## config.mk

```make
export PLATFORM = sky130hd
export DESIGN_NAME = bsr_chain
export DESIGN_NICKNAME = d
export VERILOG_FILES = /design/src/rtl/bsr_pkg.sv /design/src/rtl/bsr_shift_stage.sv /design/src/rtl/bsr_update_stage.sv /design/src/rtl/bsr_pin_mux.sv /design/src/rtl/bsr_chain.sv
export SDC_FILE = /design/constraint.sdc
export NUM_CORES = 1
export LEC_CHECK = 0
export ABC_AREA = 1
export CAP_MARGIN = 20
export CORE_ASPECT_RATIO = 0.7
export CORE_MARGIN = 4
export CORE_UTILIZATION = 46
export CTS_CLUSTER_DIAMETER = 200
export DETAILED_ROUTE_END_ITERATION = 7
export PLACE_DENSITY = 0.74
export SLEW_MARGIN = 0
export SYNTH_ARGS = -nofsm -noshare
export SYNTH_HDL_FRONTEND = slang
export SYNTH_SLANG_ARGS = --single-unit
```

## constraint.sdc

```tcl
create_clock -name tck_i -period 0.95 [get_ports tck_i]
set_input_delay 0.19 -clock tck_i [delete_from_list [all_inputs] [get_ports tck_i]]
set_output_delay 0.19 -clock tck_i [all_outputs]
set_load 0.02 [all_outputs]
```

## src/rtl/bsr_pkg.sv

```systemverilog
// Package: shared mode type and chain layout functions for the boundary
// scan register. Assumes at most MAX_PINS pins; masks are passed zero
// extended to MAX_PINS bits.
package bsr_pkg;

    localparam int MAX_PINS = 64;

    typedef enum logic {
        BSR_SAMPLE = 1'b0,
        BSR_EXTEST = 1'b1
    } bsr_mode_e;

    // Number of cells a pin owns: one for input, two for output and enable.
    function automatic int pin_cells(input int p, input logic [MAX_PINS-1:0] im,
                                     input logic [MAX_PINS-1:0] om);
        return (im[p] ? 1 : 0) + (om[p] ? 2 : 0);
    endfunction

    // Index of the first cell of pin p; two special cells come first.
    function automatic int pin_base(input int p, input logic [MAX_PINS-1:0] im,
                                    input logic [MAX_PINS-1:0] om);
        int b;
        b = 2;
        for (int q = 0; q < p; q++) b += pin_cells(q, im, om);
        return b;
    endfunction

    // Total chain length including the final update-flag cell.
    function automatic int chain_len(input int n, input logic [MAX_PINS-1:0] im,
                                     input logic [MAX_PINS-1:0] om);
        return pin_base(n, im, om) + 1;
    endfunction

    // Output cell follows the input cell when that exists.
    function automatic int out_idx(input int p, input logic [MAX_PINS-1:0] im,
                                   input logic [MAX_PINS-1:0] om);
        return pin_base(p, im, om) + (im[p] ? 1 : 0);
    endfunction

endpackage

```

## src/rtl/bsr_shift_stage.sv

```systemverilog
// Module: capture/shift stage of the chain. Captures a parallel vector or
// shifts one place toward cell 0 on the rising test clock. Assumes the
// strobes are stable around the rising edge; capture wins over shift.
module bsr_shift_stage #(
    parameter int LEN = 12
) (
    input  logic           tck_i,
    input  logic           rst_n_i,
    input  logic           capture_i,
    input  logic           shift_i,
    input  logic           tdi_i,
    input  logic [LEN-1:0] cap_vec_i,
    output logic [LEN-1:0] sr_o
);

    logic [LEN-1:0] sr_q;

    // Capture, shift toward TDO, or hold.
    always_ff @(posedge tck_i) begin
        if (!rst_n_i) begin
            sr_q <= '0;
        end else if (capture_i) begin
            sr_q <= cap_vec_i;
        end else if (shift_i) begin
            sr_q <= {tdi_i, sr_q[LEN-1:1]};
        end
    end

    assign sr_o = sr_q;

endmodule

```

## src/rtl/bsr_update_stage.sv

```systemverilog
// Module: update stage of the chain. Copies the shift stage on the falling
// test clock edge when update is strobed, and holds otherwise. Assumes the
// update strobe is stable around the falling edge.
module bsr_update_stage #(
    parameter int LEN = 12
) (
    input  logic           tck_i,
    input  logic           rst_n_i,
    input  logic           update_i,
    input  logic [LEN-1:0] sr_i,
    output logic [LEN-1:0] upd_o
);

    logic [LEN-1:0] upd_q;

    // Load from the shift stage on the falling edge.
    always_ff @(negedge tck_i) begin
        if (!rst_n_i) begin
            upd_q <= '0;
        end else if (update_i) begin
            upd_q <= sr_i;
        end
    end

    assign upd_o = upd_q;

endmodule

```

## src/rtl/bsr_pin_mux.sv

```systemverilog
// Module: per-pin steering between core and update stage. The select
// inputs already include the pin's cell mask; a pin with an absent cell
// has its select tied low so the core or pad path is always taken.
module bsr_pin_mux (
    input  logic ext_out_sel_i,
    input  logic ext_in_sel_i,
    input  logic upd_out_i,
    input  logic upd_oe_i,
    input  logic upd_in_i,
    input  logic core_out_i,
    input  logic core_oe_i,
    input  logic pad_in_i,
    output logic pad_out_o,
    output logic pad_oe_o,
    output logic core_in_o
);

    // Pad drive and core input selection.
    always_comb begin
        pad_out_o = ext_out_sel_i ? upd_out_i : core_out_i;
        pad_oe_o  = ext_out_sel_i ? upd_oe_i  : core_oe_i;
        core_in_o = ext_in_sel_i  ? upd_in_i  : pad_in_i;
    end

endmodule

```

## src/rtl/bsr_chain.sv

```systemverilog
// Module: boundary scan register chain for NUM_PINS I/O pins. Cell 0 and
// cell 1 are the test-output enable and value cells, the last cell is the
// update flag; pin cells lie between in input, output, enable order.
// Assumes an external TAP controller produces the strobes and the mode.
module bsr_chain #(
    parameter int                  NUM_PINS = 4,
    parameter logic [NUM_PINS-1:0] IN_MASK  = 4'b1011,
    parameter logic [NUM_PINS-1:0] OUT_MASK = 4'b0111
) (
    input  logic                tck_i,
    input  logic                rst_n_i,
    input  logic                mode_i,
    input  logic                capture_i,
    input  logic                shift_i,
    input  logic                update_i,
    input  logic                tdi_i,
    output logic                tdo_o,
    input  logic [NUM_PINS-1:0] core_out_i,
    input  logic [NUM_PINS-1:0] core_oe_i,
    output logic [NUM_PINS-1:0] core_in_o,
    input  logic [NUM_PINS-1:0] pad_in_i,
    output logic [NUM_PINS-1:0] pad_out_o,
    output logic [NUM_PINS-1:0] pad_oe_o,
    output logic                tst_oe_o,
    output logic                tst_val_o,
    output logic                upd_flag_o
);
    import bsr_pkg::*;

    localparam logic [MAX_PINS-1:0] IM  = MAX_PINS'(IN_MASK);
    localparam logic [MAX_PINS-1:0] OM  = MAX_PINS'(OUT_MASK);
    localparam int                  LEN = chain_len(NUM_PINS, IM, OM);

    bsr_mode_e      mode;
    logic           extest;
    logic [LEN-1:0] sr_q;
    logic [LEN-1:0] upd_q;
    logic [LEN-1:0] cap_vec;

    assign mode   = bsr_mode_e'(mode_i);
    assign extest = (mode == BSR_EXTEST);

    // Special cells capture their own update-stage values.
    assign cap_vec[0]     = upd_q[0];
    assign cap_vec[1]     = upd_q[1];
    assign cap_vec[LEN-1] = upd_q[LEN-1];

    for (genvar p = 0; p < NUM_PINS; p++) begin : g_pin
        localparam int BASE = pin_base(p, IM, OM);
        localparam int OIX  = out_idx(p, IM, OM);
        logic ext_out_sel;
        logic ext_in_sel;
        logic upd_out;
        logic upd_oe;
        logic upd_in;

        if (OUT_MASK[p]) begin : g_out
            assign ext_out_sel    = extest;
            assign upd_out        = upd_q[OIX];
            assign upd_oe         = upd_q[OIX+1];
            assign cap_vec[OIX]   = pad_out_o[p];
            assign cap_vec[OIX+1] = pad_oe_o[p];
        end else begin : g_no_out
            assign ext_out_sel = 1'b0;
            assign upd_out     = 1'b0;
            assign upd_oe      = 1'b0;
        end

        if (IN_MASK[p]) begin : g_in
            assign ext_in_sel    = extest;
            assign upd_in        = upd_q[BASE];
            assign cap_vec[BASE] = pad_in_i[p];
        end else begin : g_no_in
            assign ext_in_sel = 1'b0;
            assign upd_in     = 1'b0;
        end

        bsr_pin_mux mux_i (
            .ext_out_sel_i (ext_out_sel),
            .ext_in_sel_i  (ext_in_sel),
            .upd_out_i     (upd_out),
            .upd_oe_i      (upd_oe),
            .upd_in_i      (upd_in),
            .core_out_i    (core_out_i[p]),
            .core_oe_i     (core_oe_i[p]),
            .pad_in_i      (pad_in_i[p]),
            .pad_out_o     (pad_out_o[p]),
            .pad_oe_o      (pad_oe_o[p]),
            .core_in_o     (core_in_o[p])
        );
    end

    bsr_shift_stage #(.LEN(LEN)) shift_i_u (
        .tck_i     (tck_i),
        .rst_n_i   (rst_n_i),
        .capture_i (capture_i),
        .shift_i   (shift_i),
        .tdi_i     (tdi_i),
        .cap_vec_i (cap_vec),
        .sr_o      (sr_q)
    );

    bsr_update_stage #(.LEN(LEN)) update_u (
        .tck_i    (tck_i),
        .rst_n_i  (rst_n_i),
        .update_i (update_i),
        .sr_i     (sr_q),
        .upd_o    (upd_q)
    );

    assign tdo_o      = sr_q[0];
    assign tst_oe_o   = upd_q[0];
    assign tst_val_o  = upd_q[1];
    assign upd_flag_o = upd_q[LEN-1];

endmodule

```

==> flow_metrics.env <==
export IMPL_diodes=0
export IMPL_routed_wl_um=3960
export IMPL_grt_pass1_wl_um=6290
export IMPL_drt_iter0_markers=81
export IMPL_cts_clk_slew_worst_paths_ns=0.09
export IMPL_reg2reg_slack_ns=-0.38
export IMPL_crit_path_start_kind="flop"
export IMPL_p_leak_nw=0.965
export IMPL_fin_setup_tns_ns=-11.21
export IMPL_place_congestion=0.841
export IMPL_ios=35
export IMPL_grt_total_usage_pct=22.5
export IMPL_cp_endpoint="pad_out_o[2]"
export IMPL_drt_pass1_iterations=4
export IMPL_critPathArrivalTime_ns=1.50
export IMPL_cts_tree="built"
export IMPL_grt_setup_unrepaired="true"
export IMPL_yosysSeqAreaShare_pct=39.8
export IMPL_io_buffers=28
export IMPL_die_w_um=69.3
export IMPL_outcome="finished, violations left"
export IMPL_synth_seq_cells=24
export IMPL_syn_inst=179
export IMPL_cp_num_buf_inv=2
export IMPL_crit_type="reg -> out"
export IMPL_ant_nets=0
export IMPL_syn_area_per_cell_um2=6.75
export IMPL_synth_edff_count=0
export IMPL_viasPerCell=5.14
export IMPL_cp_required_ns=0.76
export IMPL_gr_total_overflow=0
export IMPL_final_core_util_pct=80.4
export IMPL_hpwl_um=2310
export IMPL_slew_violations=0
export IMPL_worstReg2RegStart="update_u.upd_o[9]"
export IMPL_tightestPinTransition_ns=0.289
export IMPL_timing_final_ws_setup_ns=-0.736
export IMPL_maxCapViolations=0
export IMPL_ys_flop_type="dfxtp_1"
export IMPL_yosysMostFrequentCell="nand2_1"
export IMPL_reg2reg_to="shift_i_u.sr_o[9]"
export IMPL_rr_worst_depth=5
export IMPL_crit_slowest_cell="dfxtp_2"
export IMPL_antenna_found_initial=0
export IMPL_core_area_um2=2480
export IMPL_cp_num_cells=4
export IMPL_fill_cells=167
export IMPL_ctsRootBufferMaster="clkbuf_8"
export IMPL_layout_area_overhead_vs_synth_pct=64.8
export IMPL_grt_pass1_vias=1389
export IMPL_slew_headroom_pct=80.7
export IMPL_drive_gt1_share_pct=53.7
export IMPL_critPathMaxStageDelay_ns=0.31
export IMPL_async_flop_share_pct=0
export IMPL_die_h_um=50.9
export IMPL_worstSetupStartpoint="update_u.upd_o[8]"
export IMPL_cts_sinks=24
export IMPL_synth_top_cell_by_area="dfxtp_1"
export IMPL_placed_area_um2=1650
export IMPL_hold_viol=0
export IMPL_hp_class="in -> reg"
export IMPL_drc=0
export IMPL_cts_max_level=1
export IMPL_grt_start_max_net_pins=15
export IMPL_vdd_drop_max_v=0.00119
export IMPL_synth_distinct_cells=15
export IMPL_clk_latency_ns=0.36
export IMPL_rows=15
export IMPL_synth_top_area_share_pct=39.8
export IMPL_cts_buffers=3
export IMPL_stdcell_area_um2=1990
export IMPL_start_util_pct=48.8
export IMPL_path_max_fanout=2
export IMPL_setup_viol=34
export IMPL_powerDensity_nw_per_um2=1510
export IMPL_critPathTopFamily="flip-flops"
export IMPL_synth_area_um2=1210
export IMPL_wl_per_cell_um=14.3
export IMPL_synth_common_cells="nand2_1, dfxtp_1, inv_1"
export IMPL_end_kind="output pin"
export IMPL_fin_skew_ns=0.0851
export IMPL_hold_buffers=0
export IMPL_synthTopCellsByArea="dfxtp_1, nand2_1, o21ai_0"
export IMPL_violations="setup timing"
export IMPL_nets=264
export IMPL_cts_buffer_depth=2
export IMPL_fp_dieArea_um2=3520
export IMPL_finalPower_mw=3.01
export IMPL_syn_nets=198
export IMPL_ys_warn_count=0
export IMPL_dr_total_vias=1430
export IMPL_cp_cell_sequence="inv_2 -> nand2_2 -> and2_4 -> buf_6"
==> layer usage <==
| layer | global-route usage [%] | routed length (um) | vias up |
|---|---|---|---|
| li1 | - | - | 680 |
| met1 | 26.5 | 1650 | 660 |
| met2 | 39.4 | 1960 | 77 |
| met3 | 6.09 | 259 | 13 |
| met4 | 8.77 | 95 | 0 |
| met5 | 0 | 0 | - |
==> sequential cells by signal, summed over array words and instances, names as in the netlist <==
name	count
update_u.upd_o	12
shift_i_u.sr_o	12
==> area by class of cell <==
type                       instances  area, um^2  area share (%)
clock buffer                       3        41.3            2.07
clock inverter                    13        75.1            3.77
inverter                          24        95.1            4.77
multi-input combinational        110         602            30.2
sequential                        24         520            26.1
tap                               34        42.5            2.14
timing repair buffer              70         616            30.9
==> report_power, final <==
group,internal [mW],switching [mW]
clock network,0.630,0.482
registers,1.09,0.0519
logic,0.381,0.368
==> stage by stage <==
stage | hold WS, ns | std cells | setup WS, ns
final | 0.285 | 278 | -0.736
after global routing | 0.307 | 278 | -0.767
after CTS | 0.380 | 273 | -0.713
after detailed placement | 0.380 | 251 | -0.870
after global placement | 0.380 | 251 | -0.833
after floorplan | 0.329 | 179 | -0.344
==> placed cells by master (no fill, tap or decap) <==
cell type	netlist	routed
a21oi_1	19	5
a21oi_2	0	14
and2_4	0	4
buf_12	0	1
buf_2	6	4
buf_4	13	35
buf_6	1	16
bufinv_16	0	1
clkbuf_2	0	1
clkbuf_8	0	3
clkdlybuf4s50_1	0	11
dfxtp_2	0	20
dfxtp_4	0	4
dlygate4sd2_1	0	2
inv_1	24	22
inv_2	1	12
inv_4	0	2
nand2_1	31	28
nand2_2	0	3
nand3_1	6	3
nand3_2	0	3
nor2_1	18	14
nor2_2	1	5
nor3_1	6	6
o21ai_0	20	5
o21ai_1	5	17
o21ai_2	0	3
==> timing repair <==
item / CTS / global route
buffers inserted: 7 / 5
gates resized for setup: 134 / 25
cloned: 0 / 0
pin swaps: 16 / 6
setup endpoints to repair: 37 / 37
==> cells by family after synthesis <==
kind of cell | after synthesis | synth area share [%]
AO/OA/AOI/OAI | 44 | 18.2
flip-flops | 24 | 39.8
AND/OR/NAND/NOR | 66 | 22.8
buffers and inverters | 45 | 19.3
==> worst min-delay path by stage <==
| stage | depth (start not counted) | startpoint | to |
|---|---|---|---|
| 2_1_floorplan | 2 | tdi_i | shift_i_u.sr_o[11] |
| 3_3_place_gp | 0 | core_oe_i[3] | pad_oe_o[3] |
| 3_5_place_dp | 0 | core_oe_i[3] | pad_oe_o[3] |
| 4_1_cts | 0 | core_oe_i[3] | pad_oe_o[3] |
| 5_1_grt | 4 | rst_n_i | shift_i_u.sr_o[3] |
| 6_report | 4 | rst_n_i | shift_i_u.sr_o[3] |
==> worst register-to-register path: stages, from the launching register on <==
cell and delay, ns:
dfxtp_2 0.33, inv_2 0.04, nand2_2 0.06, buf_4 0.11, nand3_2 0.07, a21oi_2 0.13
(Power assumes the default switching activity.)
